[config.mk]
export PLATFORM = sky130hd
export DESIGN_NAME = rxpol_correct
export DESIGN_NICKNAME = d
export VERILOG_FILES = /design/src/rtl/rxpol_pkg.sv /design/src/rtl/rxpol_pulse_hist.sv /design/src/rtl/rxpol_frame_vote.sv /design/src/rtl/rxpol_gate.sv /design/src/rtl/rxpol_correct.sv
export SDC_FILE = /design/constraint.sdc
export NUM_CORES = 1
export LEC_CHECK = 0
export ABC_AREA = 1
export BUFFER_PORTS_ARGS = -buffer_cell sky130_fd_sc_hd__buf_2
export CAP_MARGIN = 20
export CORE_UTILIZATION = 45
export CTS_BUF_LIST = sky130_fd_sc_hd__clkbuf_4
export CTS_CLUSTER_DIAMETER = 80
export DETAILED_ROUTE_END_ITERATION = 12
export PLACE_DENSITY = 0.72
export SLEW_MARGIN = 15
export SYNTH_ARGS = -nofsm -noshare
export SYNTH_HDL_FRONTEND = slang
export SYNTH_SLANG_ARGS = --single-unit
export TNS_END_PERCENT = 30
[constraint.sdc]
create_clock -name clk -period 3.88 [get_ports clk]
set_input_delay 0.582 -clock clk [delete_from_list [all_inputs] [get_ports clk]]
set_output_delay 0.582 -clock clk [all_outputs]
set_load 0.01 [all_outputs]
[src/rtl/rxpol_pkg.sv]
package rxpol_pkg;

  // Majority decision over recorded pulse signs; ties and empty keep current.
  function automatic logic f_learn(input int unsigned neg_n,
                                   input int unsigned tot_n,
                                   input logic cur);
    if (2 * neg_n > tot_n)      return 1'b1;
    else if (2 * neg_n < tot_n) return 1'b0;
    else                        return cur;
  endfunction

  // Acceptance of a pulse sign given the link state and the learned setting.
  function automatic logic f_sign_ok(input logic link_up,
                                     input logic neg,
                                     input logic inv);
    return !link_up || (neg == inv);
  endfunction

endpackage

[src/rtl/rxpol_pulse_hist.sv]
module rxpol_pulse_hist #(
  parameter int RUN_LEN = 5,
  parameter int CNT_W   = $clog2(RUN_LEN + 1)
) (
  input  logic             clk,
  input  logic             rst_n,
  input  logic             clear,
  input  logic             take,
  input  logic             neg,
  output logic [CNT_W-1:0] tot_n,
  output logic [CNT_W-1:0] neg_n
);
  localparam logic [CNT_W-1:0] FULL = CNT_W'(RUN_LEN);

  logic [RUN_LEN-1:0] sign_q, sign_base, sign_d;
  logic [CNT_W-1:0]   cnt_q, cnt_base, cnt_d;

  always_comb begin
    sign_base = clear ? '0 : sign_q;
    cnt_base  = clear ? '0 : cnt_q;
    sign_d    = sign_base;
    cnt_d     = cnt_base;
    if (take) begin
      sign_d = {sign_base[RUN_LEN-2:0], neg};
      if (cnt_base != FULL) cnt_d = cnt_base + 1'b1;
    end
  end

  always_ff @(posedge clk or negedge rst_n) begin
    if (!rst_n) begin
      sign_q <= '0;
      cnt_q  <= '0;
    end else begin
      sign_q <= sign_d;
      cnt_q  <= cnt_d;
    end
  end

  assign tot_n = cnt_q;
  assign neg_n = CNT_W'($countones(sign_q));

  AST_HIST_REARM: assert property (@(posedge clk) disable iff (!rst_n)
    clear |=> (cnt_q <= 1));
  AST_HIST_SAT: assert property (@(posedge clk) disable iff (!rst_n)
    (cnt_q <= FULL) && (neg_n <= cnt_q));
endmodule

[src/rtl/rxpol_frame_vote.sv]
module rxpol_frame_vote #(
  parameter int CONFIRM = 2,
  parameter int VOTE_W  = $clog2(CONFIRM + 1)
) (
  input  logic clk,
  input  logic rst_n,
  input  logic clear,
  input  logic frame_stb,
  input  logic mismatch,
  output logic flip
);
  localparam logic [VOTE_W-1:0] LAST = VOTE_W'(CONFIRM - 1);

  logic [VOTE_W-1:0] cnt_q, cnt_d;

  assign flip = !clear && frame_stb && mismatch && (cnt_q == LAST);

  always_comb begin
    cnt_d = cnt_q;
    if (clear)                      cnt_d = '0;
    else if (frame_stb && mismatch) cnt_d = (cnt_q == LAST) ? '0 : cnt_q + 1'b1;
    else if (frame_stb)             cnt_d = '0;
  end

  always_ff @(posedge clk or negedge rst_n) begin
    if (!rst_n) cnt_q <= '0;
    else        cnt_q <= cnt_d;
  end

  AST_VOTE_BOUND: assert property (@(posedge clk) disable iff (!rst_n)
    cnt_q <= LAST);
  AST_VOTE_MATCH_CLEARS: assert property (@(posedge clk) disable iff (!rst_n)
    (frame_stb && !mismatch) |=> (cnt_q == '0));
  AST_VOTE_LINK_CLEARS: assert property (@(posedge clk) disable iff (!rst_n)
    clear |=> (cnt_q == '0));
endmodule

[src/rtl/rxpol_gate.sv]
module rxpol_gate
  import rxpol_pkg::*;
(
  input  logic link_up,
  input  logic inv,
  input  logic pulse_stb,
  input  logic pulse_neg,
  input  logic bit_raw,
  output logic pulse_ok,
  output logic bit_out
);
  assign pulse_ok = pulse_stb && f_sign_ok(link_up, pulse_neg, inv);
  assign bit_out  = bit_raw ^ inv;
endmodule

[src/rtl/rxpol_correct.sv]
module rxpol_correct
  import rxpol_pkg::*;
#(
  parameter int RUN_LEN = 5,
  parameter int CONFIRM = 2
) (
  input  logic clk,
  input  logic rst_n,
  input  logic link_pass,
  input  logic pulse_stb,
  input  logic pulse_neg,
  input  logic frame_end_stb,
  input  logic frame_end_neg,
  input  logic rx_bit_raw,
  output logic rx_bit_out,
  output logic pulse_ok,
  output logic pol_inv
);
  localparam int CNT_W = $clog2(RUN_LEN + 1);

  logic             link_q;
  logic             pass_entry, fail_entry, link_edge;
  logic             vote_flip, learned;
  logic [CNT_W-1:0] hist_tot, hist_neg;

  assign pass_entry = link_pass && !link_q;
  assign fail_entry = !link_pass && link_q;
  assign link_edge  = pass_entry || fail_entry;

  always_ff @(posedge clk or negedge rst_n) begin
    if (!rst_n) link_q <= 1'b0;
    else        link_q <= link_pass;
  end

  rxpol_pulse_hist #(.RUN_LEN(RUN_LEN), .CNT_W(CNT_W)) u_hist (
    .clk   (clk),
    .rst_n (rst_n),
    .clear (fail_entry),
    .take  (pulse_stb && !link_pass),
    .neg   (pulse_neg),
    .tot_n (hist_tot),
    .neg_n (hist_neg)
  );

  rxpol_frame_vote #(.CONFIRM(CONFIRM)) u_vote (
    .clk       (clk),
    .rst_n     (rst_n),
    .clear     (link_edge),
    .frame_stb (frame_end_stb && link_pass),
    .mismatch  (frame_end_neg != pol_inv),
    .flip      (vote_flip)
  );

  assign learned = f_learn(int'(hist_neg), int'(hist_tot), pol_inv);

  always_ff @(posedge clk or negedge rst_n) begin
    if (!rst_n)         pol_inv <= 1'b0;
    else if (pass_entry) pol_inv <= learned;
    else if (vote_flip)  pol_inv <= ~pol_inv;
  end

  rxpol_gate u_gate (
    .link_up   (link_pass),
    .inv       (pol_inv),
    .pulse_stb (pulse_stb),
    .pulse_neg (pulse_neg),
    .bit_raw   (rx_bit_raw),
    .pulse_ok  (pulse_ok),
    .bit_out   (rx_bit_out)
  );

  AST_FAIL_PASSES_ALL: assert property (@(posedge clk) disable iff (!rst_n)
    !link_pass |-> (pulse_ok == pulse_stb));
  AST_PASS_LEARNED_ONLY: assert property (@(posedge clk) disable iff (!rst_n)
    (link_pass && pulse_ok) |-> (pulse_neg == pol_inv));
  AST_INV_HOLD: assert property (@(posedge clk) disable iff (!rst_n)
    (!pass_entry && !vote_flip) |=> $stable(pol_inv));
  AST_FLIP_NEEDS_FRAME: assert property (@(posedge clk) disable iff (!rst_n)
    vote_flip |-> (link_pass && link_q && frame_end_stb));
  AST_FLIP_TOGGLES: assert property (@(posedge clk) disable iff (!rst_n)
    vote_flip |=> (pol_inv != $past(pol_inv)));
endmodule

* Word level (Yosys, flattened, before mapping) *
Cells that the tools add are included.
W data, S select, Z words.

storage, ports and cells
  flip-flop bits (word level) = 12
  input bits = 8
  output and inout port bits = 3
  logic and storage cells = 52

operators by class
  add/subtract/negate cells = 6
  order comparisons = 2
  eq/ne operators = 5
  multiplexer cells = 13
  bitwise gates (word level) = 2
  reduce and logical (&&, ||, !) cells = 18

operator list
  operator               count
  $mux W5                2
  $logic_and A1 B1 Y1    9
  $mux W3                3
  $mux W2                4
  $add A1 B1 Y2          2
  $gt A4 B3 Y1           1
  $lt A4 B3 Y1           1
  $mux W1                4
  $reduce_bool A2 Y1     2
  $add A3 B1 Y3          1
  $add A3 B1 Y3 const B  1
  $add A3 B3 Y3          1
  $logic_not A1 Y1       3
  $ne A3 B1 Y1 const B   1
  $ne A3 B3 Y1 const B   1
  $reduce_bool A3 Y1     1
  $add A2 B1 Y2 const B  1
  $eq A2 B1 Y1 const B   1
  $logic_or A1 B1 Y1     2
  $reduce_and A2 Y1      1
  $eq A1 B1 Y1           1
  $ne A1 B1 Y1           1
  $not A1 Y1             1
  $xor A1 B1 Y1          1

* Logic depth before layout (Yosys ltp) *
Gate-level depths: netlist of run 1.

  depth after elaboration = 9
  depth in mapped cells = 13
  gate-level depth less buffers = 13

* By module *
From an unflattened synthesis of run 1, not the netlist that was laid out.

unflattened totals
  cell total of the unflattened synthesis = 107
  area, all modules = 824.5 um^2

by module, submodules not included
  module            instances  cells an instance  area each (um^2)  sequential area each (um^2)
  rxpol_pulse_hist  1          49                 457.9             200.2
  rxpol_correct     1          33                 211.5             50.0
  rxpol_frame_vote  1          17                 118.9             50.0
  rxpol_gate        1          8                  36.3              0.0

* Worst setup path after synthesis of run 1 *
No wires, ideal clock.

  kind = register to register
  from = register u_hist.sign_q[2]
  to = register pol_inv
  library setup time = 0.113 ns
  data arrival time = 2.123 ns
  required time = 3.767 ns
  setup slack = 1.644 ns
  stages on the path, launching flop included = 13
  path buffers = 0
  period minus slack after synthesis = 2.236 ns
  cell sequence = dfrtp_1 ha_1 inv_1 fa_1 fa_1 inv_1 ha_1 nand2_1 nand2_1 nand2_1 nand2_1 nand2_1 inv_1

between the ends
  longest elaborated chain between the ends = 6
  elaborated cells on any way between the ends = 9
  those cells by class = add/sub (3); order compare (2); eq/ne (1); mux (2); reduce/logical (1)

RTL lines
  item                                                    line                            text
  from (decl)                                             rxpol_pulse_hist.sv:15          logic [RUN_LEN-1:0] sign_q, sign_base, sign_d;
  from (signal assigned)                                  rxpol_pulse_hist.sv:34          sign_q <= sign_d;
  $add A1 B1 Y2 (not written as such) (*)                 rxpol_pulse_hist.sv:40          assign neg_n = CNT_W'($countones(sign_q));
  $add A3 B3 Y3 (not written as such) (*)                 rxpol_pulse_hist.sv:40
  $add A3 B1 Y3 (not written as such) (*)                 rxpol_pulse_hist.sv:40
  $gt A4 B3 Y1 or $lt A4 B3 Y1 (tied branches)            rxpol_pkg.sv:7, rxpol_pkg.sv:8
  $ne A3 B1 Y1 (no line) or $mux W1 (tied branches)       n/a
  $reduce_and A2 Y1 (no line) or $mux W1 (tied branches)  n/a
  to (signal assigned)                                    rxpol_correct.sv:58             else if (pass_entry) pol_inv <= learned;
  to (signal assigned)                                    rxpol_correct.sv:59             else if (vote_flip) pol_inv <= ~pol_inv;
  to (decl)                                               rxpol_correct.sv:17             output logic pol_inv

Mark *: on every way between the ends. The rest lies on a longest branch, timed or not.
A chain may end at the register's enable or synchronous reset.

* Worst setup path in the final report of run 1 *
  from = register u_hist.sign_q[3]
  to = register pol_inv

Same word-level chain as after synthesis.

==> impl.org, run 1 <==
** Place
- Gp weighted congestion :: 0.785
- Detailed placement ended at an HPWL of 1010 µm.
- Count of input and output buffers :: 10

** Floorplanning
- For this design the top-level I/O count stands at 11.
- Core ar. :: 1590 µm²
- Number of core rows :: 14
- Starting utilization of the core area :: 50.7%
- Area of the die :: 1970 µm²
- Die boundary height :: 44.4 µm
- In this run the horizontal extent of the chip is 44.4 µm.

** Setup path
- Depth of the worst register-to-register path :: 12
- The worst setup path is launched from a flip-flop.
- Launch point of the worst reg-to-reg path :: u_hist.sign_q[3]$_DFF_PN0_
- Setup slack on the worst reg-to-reg path comes out at 1.56 ns.
- Max FO, Critical Path :: 3
- STA puts the critical path data required time at 4.05 ns.
- Data arrives at the worst endpoint at 2.49 ns.
- STA classifies the critical path endpoint as a flip-flop.
- The critical path is of the reg2reg type.
- Endpoint of the lowest-slack register-to-register path :: pol_inv$_DFFE_PN0P_

** Timing
- Setup violations remaining at the end of the flow were counted as 0.
- The routed design could run at a clock period as short as 2.32 ns.
- Final Cycle Share :: 59.8%
- For the pin with the worst max-slew slack, the measured transition is 0.267 ns.
- RSZ-0062 raised after global routing :: no
- Measured against its own limit, the worst slew margin works out to 82.2%.
- On the final layout, the worst clock skew is 0.00292 ns.
- The count of final hold-check violations was 0.
- Final count of pins violating max slew :: 0
- Timing would allow up to 0.431 GHz.
- Adding up every negative setup slack in the final design gives 0 ns.

** Final layout
- Layout-stage area growth over the synthesis result :: 11.8%
- The net count of the finished layout is 133.
- Antenna fix cells :: 0
- Fraction of layout instances using a drive strength above 1 :: 18.4%

** Clock tree
- Number of levels in the clock H-tree :: 1
- Worst-Skew Late Latency :: 0.27 ns
- Quantity of hold-fixing buffers added after cts :: 0
- Clock tree from TritonCTS :: built
- Total clock sinks :: 12
- In this run, CTS created clock tree buffers numbering 3.
- The clock passes through at most 2 buffers.
- Clock root buffer :: clkbuf_4
- Post-CTS Setup Repair Bufs :: 0
- Number of gates given a new drive strength after cts :: 0
- Reg clk slew, reported paths :: 0.08 ns

** Run status
- Run status :: finished, final reports clean

** Detailed routing
- Total vias in the final route :: 637
- Average wire per standard cell :: 9.20 µm
- DRC violations left :: 0
- Initial drt markers :: 9
- Post-detailed-route count of antenna-violating nets :: 0
- Routed via count divided by cell count :: 4.62
- After detailed routing, the total wire length is 1270 µm.
- Pre-Repair DR Iteration Count :: 4

** Power and ir drop
- Largest vdd supply drop :: 0.000260 V
- Summing internal, switching and leakage power gives 0.364 mW.
- Of the total power, the share spent switching nets is 36.0%.
- Sequential share of power :: 43.3%
- For this design the ratio of total power to cell area is 403 nW/µm².
- Combinational cell fraction of total power :: 34.4%
- Internal Pwr Total :: 0.233 mW
- In this run, the clock network consumes 22.3% of the power.
- Net Sw Power :: 0.131 mW
- The analysis attributes to cell leakage a power of 0.484 nW.

** Synth
- Share of the synthesized area in the top cell type :: 37.2%
- By area the synthesized netlist is led by dfrtp_1 (37%), ha_1 (12%), nand2_1 (9.8%), inv_1 (9.3%), fa_1 (5.0%).
- Biggest area consumer among synthesized cells :: dfrtp_1
- Ys async rst share :: 100%
- Proportion of synthesized chip area in sequential cells :: 37.2%
- Total standard cell area after synthesis :: 808 µm²
- Yosys mapped the design onto 19 distinct sky130hd cell types.
- Most instantiated flip-flop cell in the synthesis netlist :: dfrtp_1
- Avg Cell Area, Syn :: 8.00 µm²
- The cell count after synthesis came out at 101.
- Synth Net Count :: 119
- Post-synth EDFFs :: 0
- Yosys instantiated no cell more often than nand2_1.
- Counting flops and latches in the post-synthesis netlist gives 12.
- The Yosys step of the flow raised 0 warnings.
- Ranked by instance count, the synthesized netlist is headed by nand2_1 (21), inv_1 (20), dfrtp_1 (12).

** Global routing
- Across every metal layer, demand over resource in global routing totals 16.6%.
- Global-route wire length before repair :: 2370 µm
- The number of global-route vias before repair was 579.
- Entering global routing, the biggest net connects 13 pins.
- Overflow after GRT :: 0
- The number of antenna violations at the first check in global routing came to 0.

** Flow run
- The tool flagged a number of max-cap violations equal to 0.

** Hold path
- The path class of the tightest hold or removal check is in2async.
-- cell type report --
class / count / area (µm²)
multi-input cells: 64 / 407
fillers: 153 / 691
clock inverters: 1 / 3.75
well taps: 24 / 30.0
clock buffers: 3 / 22.5
flip-flops and latches: 12 / 300
inverters: 24 / 90.1
repair buffers: 10 / 50.0
-- metal layers --
layer	track usage (%)	share of wire, %	vias up
met5	0	0	-
met1	22.4	50	288
met4	7.27	1.6	0
li1	-	-	332
met2	25.6	44	15
met3	3.67	4.0	2
-- power groups by stage --
stage,Sequential (mW),Clock (mW),Combinational (mW)
2_1_floorplan,0.154,0,0.108
3_3_place_gp,0.161,0,0.123
3_5_place_dp,0.161,0,0.127
4_1_cts,0.158,0.0827,0.128
5_1_grt,0.161,0.0896,0.149
6_report,0.158,0.0811,0.125
-- metrics by stage --
stage	utilization (%)	hold WS [ns]	std cells	setup WS (ns)	cell area [µm²]
floorplan	-	0.286	101	1.64	808
global placement	55.0	0.475	134	1.57	877
detailed placement	55.0	0.475	134	1.56	877
CTS	56.7	0.180	138	1.55	903
global route	56.7	0.179	138	1.41	903
finish	56.7	0.170	138	1.56	903
-- registers in the layout, indices dropped and copies added (netlist names) --
name	count
u_hist.sign_q	5
u_hist.tot_n	3
u_vote.cnt_q	2
link_q	1
pol_inv	1
-- cells by family (layout without fill, tap and decap cells) --
family | Yosys count | count (layout) | share of synthesized area [%]
compound gates | 8 | 8 | 5.26
xor+xnor | 4 | 4 | 4.34
fa+ha+maj | 10 | 10 | 17.3
buf+inv | 25 | 38 | 12.5
flops | 12 | 12 | 37.2
simple gates | 42 | 42 | 23.4
-- worst max path at each step --
stage	from	endpoint	slack (ns)	cells past startpoint
floorplan	u_hist.sign_q[2]$_DFF_PN0_	pol_inv$_DFFE_PN0P_	1.64	12
global placement	u_hist.sign_q[3]$_DFF_PN0_	pol_inv$_DFFE_PN0P_	1.57	12
detailed placement	u_hist.sign_q[2]$_DFF_PN0_	pol_inv$_DFFE_PN0P_	1.56	12
CTS	u_hist.sign_q[2]$_DFF_PN0_	pol_inv$_DFFE_PN0P_	1.55	12
global route	u_hist.sign_q[3]$_DFF_PN0_	pol_inv$_DFFE_PN0P_	1.41	12
finish	u_hist.sign_q[3]$_DFF_PN0_	pol_inv$_DFFE_PN0P_	1.56	12
-- cell usage in the layout, fill, tap and decap left out, types with 3 or more instances in the layout --
master / netlist / final
nor2_1: 7 / 7
ha_1: 8 / 8
nand3_1: 8 / 8
clkbuf_4: 0 / 3
nand2_1: 21 / 21
xnor2_1: 3 / 3
inv_2: 4 / 4
inv_1: 20 / 20
o21ai_0: 6 / 6
buf_2: 0 / 10
dfrtp_1: 12 / 12
-- critical path: stages, from the launching register on --
cell	delay (ns)
dfrtp_1	0.41
ha_1	0.28
inv_1	0.05
fa_1	0.40
fa_1	0.48
inv_1	0.04
ha_1	0.28
nand2_1	0.07
nand2_1	0.04
nand2_1	0.05
nand2_1	0.04
nand2_1	0.05
inv_1	0.03
No activity file was read; power rests on OpenSTA's default activity.
==> run 2: changes to the inputs <==
--- a/config.mk
+++ b/config.mk
@@ -5,7 +5,7 @@
 export SDC_FILE = /design/constraint.sdc
 export NUM_CORES = 1
 export LEC_CHECK = 0
-export ABC_AREA = 1
+export ABC_AREA = 0
 export BUFFER_PORTS_ARGS = -buffer_cell sky130_fd_sc_hd__buf_2
 export CAP_MARGIN = 20
 export CORE_UTILIZATION = 45
==> constraint.sdc (replaced) <==
create_clock -name clk -period 2.4 [get_ports clk]
set_input_delay 0.36 -clock clk [delete_from_list [all_inputs] [get_ports clk]]
set_output_delay 0.36 -clock clk [all_outputs]
set_load 0.01 [all_outputs]
==> run 2 against run 1 <==
Effect of this change: the run now ends with design-rule violations, negative setup slack left; hold slack better by 0.11 ns; setup slack worse by 1.6 ns; critical path depth is 3 lower; sequential power is 66% higher; die area is 4.6% lower; core utilization is 3.1 points higher; register-to-register slack worse by 1.6 ns; first-iteration DRC count stayed put; sequential share of layout area is 1.0 points lower; cell count is 18% lower; largest cell class unchanged.
==> impl.org, run 2 <==
** Detailed routing
- Average wire per standard cell :: 12.4 µm (was 9.20 µm)
- The number of nets still failing antenna checks after routing was 0 (unchanged).
- Pre-Repair DR Iteration Count :: 8 (was 4)
- Detailed Route WL :: 1400 µm (was 1270 µm)
- Total vias in the final route :: 585 (was 637)
- The vias per cell was 5.18 (was 4.62).
- The post-route DRC violation count was 3 (was 0).
- The violation count after the first detailed-routing iteration is 9 (unchanged).

** Floorplanning
- Io pins :: 11 (unchanged)
- The floorplan core area came to 1560 µm² (was 1590 µm²).
- The overall die width was 43.4 µm (was 44.4 µm).
- The area of the die is 1880 µm² (was 1970 µm²).
- The die outline height was 43.4 µm (was 44.4 µm).
- The cell row count was 14 (unchanged).
- Starting utilization of the core area :: 49.4% (was 50.7%)

** Place
- Count of input and output buffers :: 10 (unchanged)
- The routability congestion estimate from global placement is 0.737 (was 0.785).
- The half-perimeter wire length of the detailed placement result is 1100 µm (was 1010 µm).

** Synth
- The adder and majority gate portion of the synthesized area is 18.2% (was 17.3%).
- The total number of yosys warnings came to 0 (unchanged).
- Cell types with the largest area share after synthesis :: dfrtp_1 (39%), ha_1 (13%), mux2i_1 (7.8%), inv_1 (6.8%), fa_1 (5.2%) (was dfrtp_1 (37%), ha_1 (12%), nand2_1 (9.8%), inv_1 (9.3%), fa_1 (5.0%))
- Flip-flop and latch count after synthesis :: 12 (unchanged)
- Proportion of synthesized chip area in sequential cells :: 39.0% (was 37.2%)
- Top cells by instance count after synthesis: inv_1 (14), dfrtp_1 (12), ha_1 (8), nor2_1 (8) (was nand2_1 (21), inv_1 (20), dfrtp_1 (12)).
- The combined area of all synthesized cells is 769 µm² (was 808 µm²).
- Biggest area consumer among synthesized cells :: dfrtp_1 (unchanged)
- Synthesized-area fraction occupied by ao, oa, aoi and oai cells :: 7.97% (was 5.26%)
- Multiplexer share of the synthesized area :: 7.80% (was 0%)
- Most instantiated flip-flop cell in the synthesis netlist :: dfrtp_1 (unchanged)
- Share of the synthesized area in the top cell type :: 39.0% (was 37.2%)
- Combinational family with the most area after synthesis :: adder cells (was simple AND/OR/NAND/NOR gates)
- The number of library cell types mapped by synthesis was 23 (was 19).
- Area share of and/or/nand/nor cells after synthesis :: 15.0% (was 23.4%)
- Cell count after synthesis :: 78 (was 101)
- The share of synthesized registers carrying an async set or reset was 100% (unchanged).
- The most frequent cell after synthesis was inv_1 (was nand2_1).
- Synth Net Count :: 96 (was 119)
- The count of flip-flops with a built-in enable after synthesis is 0 (unchanged).
- Avg Cell Area, Syn :: 9.87 µm² (was 8.00 µm²)
- The post-synthesis xor/xnor area fraction is 4.55% (was 4.33%).

** Final layout
- Fraction of layout instances using a drive strength above 1 :: 25.8% (was 18.4%)
- Seq. cell area :: 300 µm² (unchanged)
- FILL cells :: 136 (was 153)
- Final net count :: 117 (was 133)
- Number of flip-flops under the largest register name :: 5 (unchanged)
- Register with the most flip-flops :: u_hist.sign_q (unchanged)
- The post-synthesis to final-layout area growth came to 21.1% (was 11.8%).
- The footprint of the multi-input gates came to 432 µm² (was 407 µm²).
- The core occupancy in the finished layout was 59.8% (was 56.7%).
- Highest-count cells in the layout ignoring fill and taps: inv_1 (12), dfrtp_1 (12), buf_2 (10) (was nand2_1 (21), inv_1 (20), dfrtp_1 (12)).
- The number of inserted diodes came to 0 (unchanged).

** Clock tree
- Clock tree from TritonCTS :: built (unchanged)
- The count of clock tree sinks is 12 (unchanged).
- Number of levels in the clock H-tree :: 1 (unchanged)
- The root buffer cell was clkbuf_4 (unchanged).
- The CTS clock-pin slew for the worst setup and hold paths was 0.07 ns (was 0.08 ns).
- Clock buffers created by TritonCTS :: 3 (unchanged)
- The worst-skew pair later-pin latency was 0.27 ns (about the same).
- The maximum clock insertion buffer count was 2 (unchanged).

** Timing
- The portion of the clock cycle consumed by the worst path in the final layout came to 101% (was 59.8%).
- Final Hold Violating Endpoints :: 0 (unchanged)
- Setup tns final :: -0.0284 ns (was 0 ns)
- Highest achievable clock rate :: 0.412 GHz (was 0.431 GHz)
- Final count of pins violating max slew :: 0 (unchanged)
- Clock skew :: 0.00164 ns (was 0.00292 ns)
- Final critical-path setup slack :: -0.0284 ns (was 1.56 ns)
- Worst relative slew slack :: 79.8% (was 82.2%)
- Shortest clock period the worst path allows after layout :: 2.43 ns (was 2.32 ns)
- The slew of the pin with the lowest slew margin is 0.301 ns (was 0.267 ns).
- Count of endpoints failing setup in the final report :: 1 (was 0)
- RSZ-0062 raised after global routing :: yes (was no)

** Power and ir drop
- The worst vdd rail ir drop came to 0.000302 V (was 0.000260 V).
- Sequential share of power :: 41.7% (was 43.3%)
- The internal cell power was 0.412 mW (was 0.233 mW).
- The leakage power summed over all cells is 0.486 nW (was 0.484 nW).
- Power Dens Cells :: 674 nW/µm² (was 403 nW/µm²)
- The reported net switching power is 0.215 mW (was 0.131 mW).
- Switching power as a share of total power :: 34.3% (was 36.0%)
- Combinational cell fraction of total power :: 38.2% (was 34.4%)
- Share of total power in the clock network :: 20.2% (was 22.3%)

** Run status
- The checks that failed: design-rule violations, negative setup slack.
- Run status: complete, but fails checks (was finished, final reports clean).

** Setup path
- WP data arrival :: 2.64 ns (was 2.49 ns)
- The maximum fanout along the worst path is 2 (was 3).
- Internal reg-to-reg setup slack :: -0.03 ns (was 1.56 ns)
- Startpoint Class :: flip-flop (unchanged)
- The critical path capture point type was a flip-flop (unchanged).
- The critical setup path kind is reg2reg (unchanged).
- Critical Path Most Common Cell :: inv_2 (was nand2_1)
- The required time of the critical path was 2.61 ns (was 4.05 ns).
- Critical path's largest stage delay :: 0.50 ns (was 0.48 ns)
- Series of cell instances along the critical path: ha_1, inv_2, fa_2, fa_1, inv_2, ha_4, and4bb_2, a211oi_2, o32a_1 (was ha_1, inv_1, fa_1, fa_1, inv_1, ha_1, nand2_1, nand2_1, nand2_1, nand2_1, nand2_1, inv_1).
- The cell with the biggest individual delay on the critical path is fa_1 (unchanged).

** Global routing
- The number of global-route vias before repair was 609 (was 579).
- Pin count of the biggest net entering global routing :: 13 (unchanged)
- Overflow after GRT :: 0 (unchanged)
- The number of antenna violations at the first check in global routing was 0 (unchanged).
- The first-pass GRT wire length was 2580 µm (was 2370 µm).
- Global router's overall resource usage :: 18.5% (was 16.6%)

** Flow run
- The number of maximum-capacitance violations came to 0 (unchanged).

** Hold path
- The class of the worst hold path was in2reg (was in2async).
run 2: changes by cell type in the layout (fill, tap and decap cells not counted), moves of 2 or more:
cell	change
nand2_2	-2
mux2i_1	+6
nand2_1	-15
nor2b_1	+2
o21ai_0	-5
inv_2	-2
nand3_1	-8
nand2b_1	+4
inv_1	-8
buf_4	+6
run 2: layer usage:
layer	GRT usage, %	wire length, µm	part of all wire [%]	up-vias
li1	-	-	-	292
met1	25.1	657	47	280
met2	29.1	689	49	9
met3	2.92	33	2.4	4
met4	8.75	19	1.4	0
met5	0	0	0	-
run 2: final cells by class:
cell class	count	share of cell area, %
Multi-Input combinational cell	51	46.3
Sequential cell	12	32.2
Timing Repair Buffer	17	11.3
Inverter	14	5.64
Clock buffer	3	2.42
Tap cell	16	2.15
run 2: final timing paths:
check	cells past startpoint	start	to
max reg2reg	9	u_hist.sign_q[0]$_DFF_PN0_	pol_inv$_DFFE_PN0P_
min	1	link_pass	link_q$_DFF_PN0_
min reg2reg	2	u_hist.sign_q[4]$_DFFE_PN0P_	u_hist.sign_q[4]$_DFFE_PN0P_
max in group asynchronous	2	rst_n	u_vote.cnt_q[1]$_DFFE_PN0P_
min in group asynchronous	2	rst_n	u_hist.sign_q[2]$_DFF_PN0_
max	9	u_hist.sign_q[0]$_DFF_PN0_	pol_inv$_DFFE_PN0P_
run 2: logic make-up after synthesis:
logic type               count (synthesis)
flip-flops                              12
AND/OR/NAND/NOR                         23
AO/OA/AOI/OAI                            8
multiplexers                             6
adder cells (fa/ha/maj)                 10
XOR/XNOR                                 4
buffers and inverters                   15
run 2: per-stage QoR:
step	hold WS (ns)	cell area (µm²)	total power, mW	setup WS, ns	instances
5_1_grt	0.273	932	0.676	-0.119	113
3_5_place_dp	0.259	880	0.499	-0.0994	108
2_1_floorplan	0.0644	777	0.424	0.0240	78
6_report	0.277	932	0.628	-0.0284	113
3_3_place_gp	0.251	880	0.485	-0.00883	108
4_1_cts	0.272	925	0.631	-0.101	112
run 2: timing repair:
action,4_1_cts,5_1_grt
setup buffers,0,1
hold endpoints to repair,12,0
endpoints found under the setup margin,1,1
gates resized for setup,2,1
hold buffers,1,0
pin swaps,3,3
run 2: worst max-delay path, delay by kind of cell, from the launching register on:
family	cells	cell delay [ns]
adders and majority gates	4	1.35
buffers and inverters	2	0.09
and+or+nand+nor	1	0.22
AOI/OAI and AO/OA	2	0.31
DFF	1	0.40
run 2: power groups by stage:
stage	logic (mW)	clock network, mW	registers [mW]
floorplan	0.161	0	0.263
global placement	0.221	0	0.264
detailed placement	0.234	0	0.265
CTS	0.241	0.128	0.261
global route	0.274	0.135	0.268
finish	0.240	0.127	0.262
